<file path="config.mk">
export PLATFORM = sky130hd
export DESIGN_NAME = modtmr_ctl
export DESIGN_NICKNAME = d
export VERILOG_FILES = /design/src/rtl/modtmr_pkg.sv /design/src/rtl/modtmr_presc.sv /design/src/rtl/modtmr_count.sv /design/src/rtl/modtmr_regs.sv /design/src/rtl/modtmr_ctl.sv
export SDC_FILE = /design/constraint.sdc
export NUM_CORES = 1
export LEC_CHECK = 0
export ABC_AREA = 0
export BUFFER_PORTS_ARGS = -buffer_cell sky130_fd_sc_hd__buf_2
export CORE_AREA = 2 2 81 83
export CTS_CLUSTER_DIAMETER = 30
export DETAILED_ROUTE_END_ITERATION = 7
export DIE_AREA = 0 0 83 85
export GPL_TIMING_DRIVEN = 0
export SLEW_MARGIN = 10
export SYNTH_ARGS = -nofsm -noshare
export SYNTH_HDL_FRONTEND = slang
export SYNTH_SLANG_ARGS = --single-unit
</file>
<file path="constraint.sdc">
create_clock -name clk_i -period 1.9 [get_ports clk_i]
set_input_delay 0.095 -clock clk_i [delete_from_list [all_inputs] [get_ports clk_i]]
set_output_delay 0.095 -clock clk_i [all_outputs]
set_load 0.01 [all_outputs]
</file>
<file path="src/rtl/modtmr_pkg.sv">
package modtmr_pkg;
   localparam int unsigned DATA_W = 8;
   localparam int unsigned ADDR_W = 3;

   localparam logic [ADDR_W-1:0] A_CTRL  = 3'd0;
   localparam logic [ADDR_W-1:0] A_MODLO = 3'd1;
   localparam logic [ADDR_W-1:0] A_MODHI = 3'd2;
   localparam logic [ADDR_W-1:0] A_CNTLO = 3'd3;
   localparam logic [ADDR_W-1:0] A_CNTHI = 3'd4;

   localparam int unsigned B_FLAG = 7;
   localparam int unsigned B_IE   = 6;
   localparam int unsigned B_HALT = 5;
   localparam int unsigned B_CLR  = 4;

   localparam logic [DATA_W-1:0] CTRL_RST = 8'h20;
endpackage

</file>
<file path="src/rtl/modtmr_presc.sv">
module modtmr_presc #(
   parameter int unsigned MAX_SHIFT = 6
) (
   input  logic       clk_i,
   input  logic       rst_i,
   input  logic       run_i,
   input  logic       clr_i,
   input  logic [2:0] sel_i,
   output logic       tick_o
);
   localparam int unsigned PW = MAX_SHIFT;

   logic [PW-1:0] phase_q;
   logic [2:0]    shift;
   logic [PW:0]   full;
   logic [PW-1:0] mask;

   always_comb begin
      shift = (sel_i > 3'(MAX_SHIFT)) ? 3'(MAX_SHIFT) : sel_i;
      full  = (PW+1)'(1) << shift;
      mask  = PW'(full - 1'b1);
   end

   assign tick_o = run_i && ((phase_q & mask) == mask);

   always_ff @(posedge clk_i) begin
      if (rst_i || clr_i) begin
         phase_q <= '0;
      end else if (run_i) begin
         phase_q <= phase_q + 1'b1;
      end
   end
endmodule

</file>
<file path="src/rtl/modtmr_count.sv">
module modtmr_count #(
   parameter int unsigned CNT_W = 16
) (
   input  logic             clk_i,
   input  logic             rst_i,
   input  logic             tick_i,
   input  logic             clr_i,
   input  logic [CNT_W-1:0] mod_i,
   output logic [CNT_W-1:0] cnt_o,
   output logic             wrap_o
);
   logic [CNT_W-1:0] cnt_q;

   assign wrap_o = tick_i && !clr_i && (cnt_q == mod_i);
   assign cnt_o  = cnt_q;

   always_ff @(posedge clk_i) begin
      if (rst_i || clr_i) begin
         cnt_q <= '0;
      end else if (tick_i) begin
         cnt_q <= wrap_o ? '0 : cnt_q + 1'b1;
      end
   end
endmodule

</file>
<file path="src/rtl/modtmr_regs.sv">
module modtmr_regs
   import modtmr_pkg::*;
#(
   parameter int unsigned CNT_W = 16
) (
   input  logic              clk_i,
   input  logic              rst_i,
   input  logic [ADDR_W-1:0] addr_i,
   input  logic              rd_i,
   input  logic              wr_i,
   input  logic [DATA_W-1:0] wdata_i,
   input  logic              wrap_i,
   output logic              flag_o,
   output logic              ie_o,
   output logic              halt_o,
   output logic [2:0]        sel_o,
   output logic              clr_o,
   output logic [CNT_W-1:0]  mod_o
);
   localparam int unsigned HI_W = CNT_W - DATA_W;

   logic ctrl_wr, ctrl_rd;
   logic flag_q, arm_q, ie_q, halt_q;
   logic [2:0] sel_q;
   logic [CNT_W-1:0] mod_q;

   assign ctrl_wr = wr_i && (addr_i == A_CTRL);
   assign ctrl_rd = rd_i && (addr_i == A_CTRL);
   assign clr_o   = ctrl_wr && wdata_i[B_CLR];

   always_ff @(posedge clk_i) begin
      if (rst_i) begin
         flag_q <= 1'b0;
         arm_q  <= 1'b0;
      end else begin
         if (wrap_i)
            flag_q <= 1'b1;
         else if (ctrl_wr && !wdata_i[B_FLAG] && arm_q)
            flag_q <= 1'b0;

         if (wrap_i || ctrl_wr)
            arm_q <= 1'b0;
         else if (ctrl_rd && flag_q)
            arm_q <= 1'b1;
      end
   end

   always_ff @(posedge clk_i) begin
      if (rst_i) begin
         ie_q   <= CTRL_RST[B_IE];
         halt_q <= CTRL_RST[B_HALT];
         sel_q  <= CTRL_RST[2:0];
      end else if (ctrl_wr) begin
         ie_q   <= wdata_i[B_IE];
         halt_q <= wdata_i[B_HALT];
         sel_q  <= wdata_i[2:0];
      end
   end

   always_ff @(posedge clk_i) begin
      if (rst_i) begin
         mod_q <= '1;
      end else if (wr_i) begin
         if (addr_i == A_MODLO) mod_q[DATA_W-1:0]     <= wdata_i;
         if (addr_i == A_MODHI) mod_q[CNT_W-1:DATA_W] <= wdata_i[HI_W-1:0];
      end
   end

   assign flag_o = flag_q;
   assign ie_o   = ie_q;
   assign halt_o = halt_q;
   assign sel_o  = sel_q;
   assign mod_o  = mod_q;
endmodule

</file>
<file path="src/rtl/modtmr_ctl.sv">
module modtmr_ctl
   import modtmr_pkg::*;
#(
   parameter int unsigned CNT_W     = 16,
   parameter int unsigned MAX_SHIFT = 6
) (
   input  logic              clk_i,
   input  logic              rst_i,
   input  logic [2:0]        bus_addr_i,
   input  logic              bus_rd_i,
   input  logic              bus_wr_i,
   input  logic [7:0]        bus_wdata_i,
   output logic [7:0]        bus_rdata_o,
   output logic              irq_o,
   output logic              cap_inhibit_o,
   output logic [CNT_W-1:0]  count_o,
   output logic [CNT_W-1:0]  modulo_o
);
   localparam int unsigned WIDE = 2 * DATA_W;

   generate
      if (CNT_W <= DATA_W || CNT_W > WIDE) begin : g_bad_cnt_w
         $error("modtmr_ctl: CNT_W must lie in 9..16");
      end
      if (MAX_SHIFT < 1 || MAX_SHIFT > 7) begin : g_bad_shift
         $error("modtmr_ctl: MAX_SHIFT must lie in 1..7");
      end
   endgenerate

   logic flag_w, ie_w, halt_w, clr_w, tick_w, wrap_w;
   logic [2:0] sel_w;
   logic [CNT_W-1:0] cnt_w, mod_w;
   logic [WIDE-1:0] cnt_x, mod_x;

   modtmr_regs #(.CNT_W(CNT_W)) u_regs (
      .clk_i(clk_i), .rst_i(rst_i), .addr_i(bus_addr_i), .rd_i(bus_rd_i),
      .wr_i(bus_wr_i), .wdata_i(bus_wdata_i), .wrap_i(wrap_w),
      .flag_o(flag_w), .ie_o(ie_w), .halt_o(halt_w), .sel_o(sel_w),
      .clr_o(clr_w), .mod_o(mod_w)
   );

   modtmr_presc #(.MAX_SHIFT(MAX_SHIFT)) u_presc (
      .clk_i(clk_i), .rst_i(rst_i), .run_i(!halt_w), .clr_i(clr_w),
      .sel_i(sel_w), .tick_o(tick_w)
   );

   modtmr_count #(.CNT_W(CNT_W)) u_count (
      .clk_i(clk_i), .rst_i(rst_i), .tick_i(tick_w), .clr_i(clr_w),
      .mod_i(mod_w), .cnt_o(cnt_w), .wrap_o(wrap_w)
   );

   assign cnt_x = WIDE'(cnt_w);
   assign mod_x = WIDE'(mod_w);

   always_comb begin
      case (bus_addr_i)
         A_CTRL:  bus_rdata_o = {flag_w, ie_w, halt_w, 2'b00, sel_w};
         A_MODLO: bus_rdata_o = mod_x[DATA_W-1:0];
         A_MODHI: bus_rdata_o = mod_x[WIDE-1:DATA_W];
         A_CNTLO: bus_rdata_o = cnt_x[DATA_W-1:0];
         A_CNTHI: bus_rdata_o = cnt_x[WIDE-1:DATA_W];
         default: bus_rdata_o = '0;
      endcase
   end

   assign irq_o         = flag_w && ie_w;
   assign cap_inhibit_o = halt_w;
   assign count_o       = cnt_w;
   assign modulo_o      = mod_w;
endmodule

</file>
==> results of run 1 <==
==> worst register-to-register path, cell delays in order, from the launching register on <==
cell	delay (ns)
dfxtp_1	0.32
buf_6	0.14
nor2b_1	0.14
o22ai_1	0.32
o21ai_2	0.17
o31ai_4	0.37
buf_6	0.19
nor2_1	0.05
==> cell type report <==
type | count | area (um^2) | share of cell area
buffer | 16 | 104 | 0.0332
clock buffer | 7 | 86.3 | 0.0276
clock inverter | 1 | 30.0 | 0.00961
inverter | 7 | 26.3 | 0.00841
multi-input combinational | 226 | 1560 | 0.501
sequential | 45 | 910 | 0.291
tap | 77 | 96.3 | 0.0308
timing repair buffer | 59 | 308 | 0.0985
==> placed cells by master (no fill, tap or decap), drive strengths merged <==
cell type	count
o211ai	6
ha	2
nand4	2
o21ba	1
or4	2
nor2	22
and3b	2
a22oi	14
nand4b	1
o21ai	6
bufinv	1
buf	68
a211oi	3
o2111ai	3
xor2	28
a21oi	10
inv	7
dfxtp	45
mux2i	4
nor3	3
nand3b	21
nor2b	4
nor4	4
nand2	48
o22ai	9
xnor2	3
and2	2
or3	4
and3	1
mux2	6
nor4b	1
a41oi	1
o31ai	3
nand3	7
a221oi	1
nand2b	2
clkbuf	14
==> path summary, 6_finish.rpt <==
path / startpoint / to / cells after the start
worst min-delay path: bus_wdata_i[3] / u_regs.mod_o[11]$_SDFFE_PP1P_ / 3
worst min register to register: u_regs.ie_o$_SDFFE_PP0P_ / u_regs.ie_o$_SDFFE_PP0P_ / 2
worst max-delay path: u_regs.sel_o[2]$_SDFFE_PP0P_ / u_count.cnt_o[6]$_SDFFE_PP0P_ / 7
worst max register to register: u_regs.sel_o[2]$_SDFFE_PP0P_ / u_count.cnt_o[6]$_SDFFE_PP0P_ / 7
==> flip-flops by register name (all words and copies together) (netlist names) <==
name and cells:
u_count.cnt_o 16, u_regs.mod_o 16, u_presc.phase_q 6, u_regs.sel_o 3, u_regs.arm_q 1, u_regs.flag_o 1, u_regs.halt_o 1, u_regs.ie_o 1
==> stage by stage <==
step | util | total power [mW] | std cells | setup slack, ns | area [um^2]
5_1_grt | 0.504 | 2.06 | 438 | 0.00127 | 3120
3_5_place_dp | 0.474 | 1.23 | 425 | -0.0688 | 2940
3_3_place_gp | 0.474 | 1.23 | 425 | -0.0617 | 2940
6_report | 0.504 | 1.97 | 438 | 0.0966 | 3120
2_1_floorplan | - | 1.15 | 294 | 0.172 | 2570
4_1_cts | 0.494 | 2.00 | 433 | 0.00352 | 3070
==> cell families (layout without fill, tap and decap cells) <==
group / Yosys count / count (layout) / synth area share
AOI/OAI and AO/OA: 57 / 57 / 0.175
xor gates and xnor gates: 31 / 31 / 0.105
adders and majority gates: 2 / 2 / 0.00972
buffers and inverters: 23 / 90 / 0.0505
DFF: 45 / 45 / 0.350
muxes: 10 / 10 / 0.0418
and+or+nand+nor: 126 / 126 / 0.268
==> routing by layer <==
| layer | global-route usage | part of all wire | up-vias |
|---|---|---|---|
| li1 | - | - | 1176 |
| met4 | 0.0492 | 0.0082 | 0 |
| met5 | 0 | 0 | - |
| met1 | 0.258 | 0.46 | 1112 |
| met2 | 0.352 | 0.49 | 67 |
| met3 | 0.0438 | 0.044 | 6 |
==> timing repair <==
item                                    4_1_cts  5_1_grt
endpoints found under the setup margin        1       17
resized for setup                             2        8
pin swaps                                     0        3
buffers inserted                              0        5
==> power by group <==
part,internal [mW],leakage [nW],switching [mW]
sequential,0.959,0.368,0.0244
clock,0.429,0.0585,0.328
combinational,0.101,0.845,0.133
total,1.49,1.27,0.485
==> results.cfg, run 1 <==
[outcome]
outcome = complete, no violations

[synthesis]
postSynthAreaPerCell_um2 = 8.76
syn_area_um2 = 2570
async_flop_share = 0
ys.flop_type = dfxtp_1
synth_edf_count = 0
synth-seq-cells = 45
synth_top_cell_by_area = dfxtp_1
synthesis.nets = 311
synthCells = 294
synth_top_area_frac = 0.350
synth_common_cells = 48 x nand2_1, 45 x dfxtp_1, 28 x xor2_1
ys_types = 45
ys_top_cells_by_area = dfxtp_1 35%, xor2_1 9.5%, nand2_1 7.0%, nand3b_1 6.1%, a22oi_1 4.1%
yosysWarnings = 0
ys_seq_area_frac = 0.350
synth.most_common_cell = nand2_1

[cells_and_area]
layout-drive-gt1-share = 0.288
fillCellCount = 609
antennaDiodeCount = 0
area_delta_synth_final_pct = 21.3
final_nets = 377

[critical_path]
critPathBufInv = 2
crit_chain = buf_6 > nor2b_1 > o22ai_1 > o21ai_2 > o31ai_4 > buf_6 > nor2_1
worstPathMaxFanout = 10
cpMostUsedCell = buf_6
critPathRequiredTime_ns = 2.10
start_kind = flip-flop
critPathKind = reg2reg
regToRegSetupSlack_ns = 0.1
cp_slowest_stage_delay_ns = 0.37
crit_arrival_ns = 2.00
cp_slowest_cell = o31ai_4
critical_path.top_delay_family = compound AO/OA/AOI/OAI gates
end_kind = flip-flop

[power_and_ir_drop]
ir_worst_vdd_mv = 0.397
powerDensity_nw_per_um2 = 632
p_leak_nw = 1.27

[die]
fp.dieH_um = 85
boundaryPins = 57
die_area_um2 = 7060
row_count = 29
die_w_um = 83
core_um2 = 6200
start_util = 0.415

[clocking]
htree_levels = 2
hold_buffers = 0
cts_tree = done
insertion_delay_ns = 0.30
tritoncts.num_buffers = 5
clk_pin_slew_ns = 0.09
ctsLongestPathBuffers = 2
cts-root-buf = clkbuf_8
cts.sinks = 45

[timing]
timing.hold.ws_ns = 0.0228
setup_tns_ns = 0
finalHoldViolCount = 0
post-route-period-util = 0.949
max_freq_mhz = 555
fin_skew_ns = 0.00699
maxSlewViolCount = 0
slew_headroom = 0.430
worstMarginPinSlew_ns = 0.853
rsz0062_at_grt = no
min_period_ns = 1.80
setup_viol = 0

[flow_run]
drv_cap = 0

[grt]
grt_util_all_layers = 0.203
grt_max_degree = 14
grt_pass1_vias = 2249
antenna_found_initial = 0
grt_overflow = 0
grt_first_pass_wirelength_um = 11600

[placed_design]
placement.io_buffers = 54
dpl.hpwl_um = 5250
gp_congestion = 0.839

[drt]
wl_per_cell_um = 15.9
drt-initial-drc-count = 85
drc = 0
vias = 2361
via_per_inst = 5.39
drt_wl_total_um = 6980
ant_nets = 0
drtPass1Iterations = 4

[min_path]
hp-class = in2reg
(Power assumes the default switching activity.)
==> inputs of run 2 (changes only) <==
--- a/config.mk
+++ b/config.mk
@@ -7,10 +7,10 @@
 export LEC_CHECK = 0
 export ABC_AREA = 0
 export BUFFER_PORTS_ARGS = -buffer_cell sky130_fd_sc_hd__buf_2
-export CORE_AREA = 2 2 81 83
+export CORE_AREA = 2 2 73 92
 export CTS_CLUSTER_DIAMETER = 30
 export DETAILED_ROUTE_END_ITERATION = 7
-export DIE_AREA = 0 0 83 85
+export DIE_AREA = 0 0 75 94
 export GPL_TIMING_DRIVEN = 0
 export SLEW_MARGIN = 10
 export SYNTH_ARGS = -nofsm -noshare
==> run 2 against run 1 <==
Effect of this change:
- clock power up 14%
- count of clock-buffer cells in the layout is 2 lower
- core utilization up 1.2 points
- die area about the same
- setup slack better by 0.0055 ns
- final cell count grew 1.8%
- largest power group unchanged
- power up 5.3%
- global-route usage rose by 1.5 points
- largest cell class unchanged
- combinational power decreased by 2%
==> results.cfg, run 2 (synthesized netlist as in run 1, its figures left out) <==
[drt]
wl_per_cell_um = 16.0
drt-initial-drc-count = 130
ant_nets = 0
vias = 2379
drt_wl_total_um = 7110
drtPass1Iterations = 4
via_per_inst = 5.33
drc = 0

[timing]
max_freq_mhz = 556
slew_headroom = 0.435
setup_tns_ns = 0
worstMarginPinSlew_ns = 0.845
fin_skew_ns = 0.00635
min_period_ns = 1.80
setup_viol = 0
post-route-period-util = 0.946
maxSlewViolCount = 0
rsz0062_at_grt = no
finalHoldViolCount = 0

[grt]
antenna_found_initial = 0
grt_util_all_layers = 0.218
grt_pass1_vias = 2353
grt_overflow = 0
grt_max_degree = 15
grt_first_pass_wirelength_um = 11800

[cells_and_area]
final_cell_mix = 55 x buf_2, 48 x nand2_1, 33 x dfxtp_1
layoutNonFillerInstCount = 446
antennaDiodeCount = 0
final_common_cell = buf_2
final_nets = 377
layout-drive-gt1-share = 0.307
area_delta_synth_final_pct = 22.7

[placed_design]
dp.cells = 433
gp_congestion = 0.860
placement.io_buffers = 54
dpl.hpwl_um = 5400

[critical_path]
regToRegSetupSlack_ns = 0.10
startpoint = u_regs.sel_o[2]$_SDFFE_PP0P_
r2r_cells = 6
crit_path_end = u_regs.arm_q$_SDFFE_PP0P_
start_kind = flip-flop
crit_arrival_ns = 2.00
regToRegEndpoint = u_regs.arm_q$_SDFFE_PP0P_
worstPathMaxFanout = 8
critPathRequiredTime_ns = 2.10
end_kind = flip-flop
rr_startpoint = u_regs.sel_o[2]$_SDFFE_PP0P_
critPathKind = reg2reg

[die]
row_count = 32
boundaryPins = 57
fp.dieH_um = 94
die_area_um2 = 7050
core_um2 = 6130
start_util = 0.420
die_w_um = 75

[clocking]
cts_tree = done
ctsLongestPathBuffers = 2
clk_pin_slew_ns = 0.09
hold_buffers = 0
insertion_delay_ns = 0.30
tritoncts.num_buffers = 5
cts-root-buf = clkbuf_8
htree_levels = 2
cts.sinks = 45

[outcome]
outcome = complete, no violations

[min_path]
hp-class = in2reg

[flow_run]
drv_cap = 0

[power_and_ir_drop]
powerDensity_nw_per_um2 = 658
ir_worst_vdd_mv = 0.416
p_leak_nw = 1.28
-- run 2: how the worst min path moves through the flow --
stage	start	endpoint	slack, ns	depth (start not counted)
detailed placement	bus_wdata_i[3]	u_regs.mod_o[11]$_SDFFE_PP1P_	0.34	3
global placement	bus_wdata_i[3]	u_regs.mod_o[11]$_SDFFE_PP1P_	0.33	3
finish	bus_wdata_i[7]	u_regs.mod_o[15]$_SDFFE_PP1P_	0.03	3
global route	bus_wdata_i[7]	u_regs.mod_o[15]$_SDFFE_PP1P_	0.03	3
floorplan	rst_i	u_regs.mod_o[0]$_SDFFE_PP1P_	0.20	1
CTS	bus_wdata_i[7]	u_regs.mod_o[15]$_SDFFE_PP1P_	0.03	3
-- run 2: power breakdown --
part | switching (mW) | leakage, nW | total, mW | internal [mW]
Sequential | 0.0252 | 0.370 | 0.985 | 0.959
Combinational | 0.131 | 0.843 | 0.230 | 0.0991
Clock | 0.340 | 0.0681 | 0.863 | 0.523
-- run 2: repair_timing --
item / CTS / global route
pin swaps: 2 / 4
setup buffers: 2 / 3
gates resized for setup: 3 / 13
endpoints found under the setup margin: 12 / 16
gates cloned: 0 / 0
-- run 2: cell type report --
class	count	area [um^2]
plain buffers	16	106
clock buffers	5	68.8
clock inverters	3	65.1
fillers	610	2970
inverters	7	26.3
multi-input cells	226	1560
flip-flops and latches	45	916
well taps	85	106
repair buffers	59	308
-- run 2: through the flow --
| step | area [um^2] | setup slack (ns) | power [mW] | hold slack [ns] | utilization |
|---|---|---|---|---|---|
| finish | 3160 | 0.102 | 2.08 | 0.0279 | 0.516 |
| global route | 3160 | 0.00865 | 2.15 | 0.0321 | 0.516 |
| CTS | 3110 | 0.0176 | 2.09 | 0.0266 | 0.508 |
| detailed placement | 2950 | -0.0867 | 1.23 | 0.337 | 0.482 |
| global placement | 2950 | -0.0444 | 1.23 | 0.327 | 0.482 |
| floorplan | 2570 | 0.172 | 1.15 | 0.201 | - |
-- run 2: per-layer routing --
layer  wire length [um]  global-route usage  share of wire
met1               3170               0.285           0.44
met2               3590               0.365           0.50
met3                254              0.0300          0.036
met4                102              0.0655          0.014
met5                  0                   0              0
-- run 2: critical path, cell delays in order, from the launching register on --
cell and delay, ns:
dfxtp_1 0.32, buf_6 0.14, o21ba_2 0.25, a211oi_2 0.23, o21ai_2 0.16, or3_1 0.44, and2_1 0.15
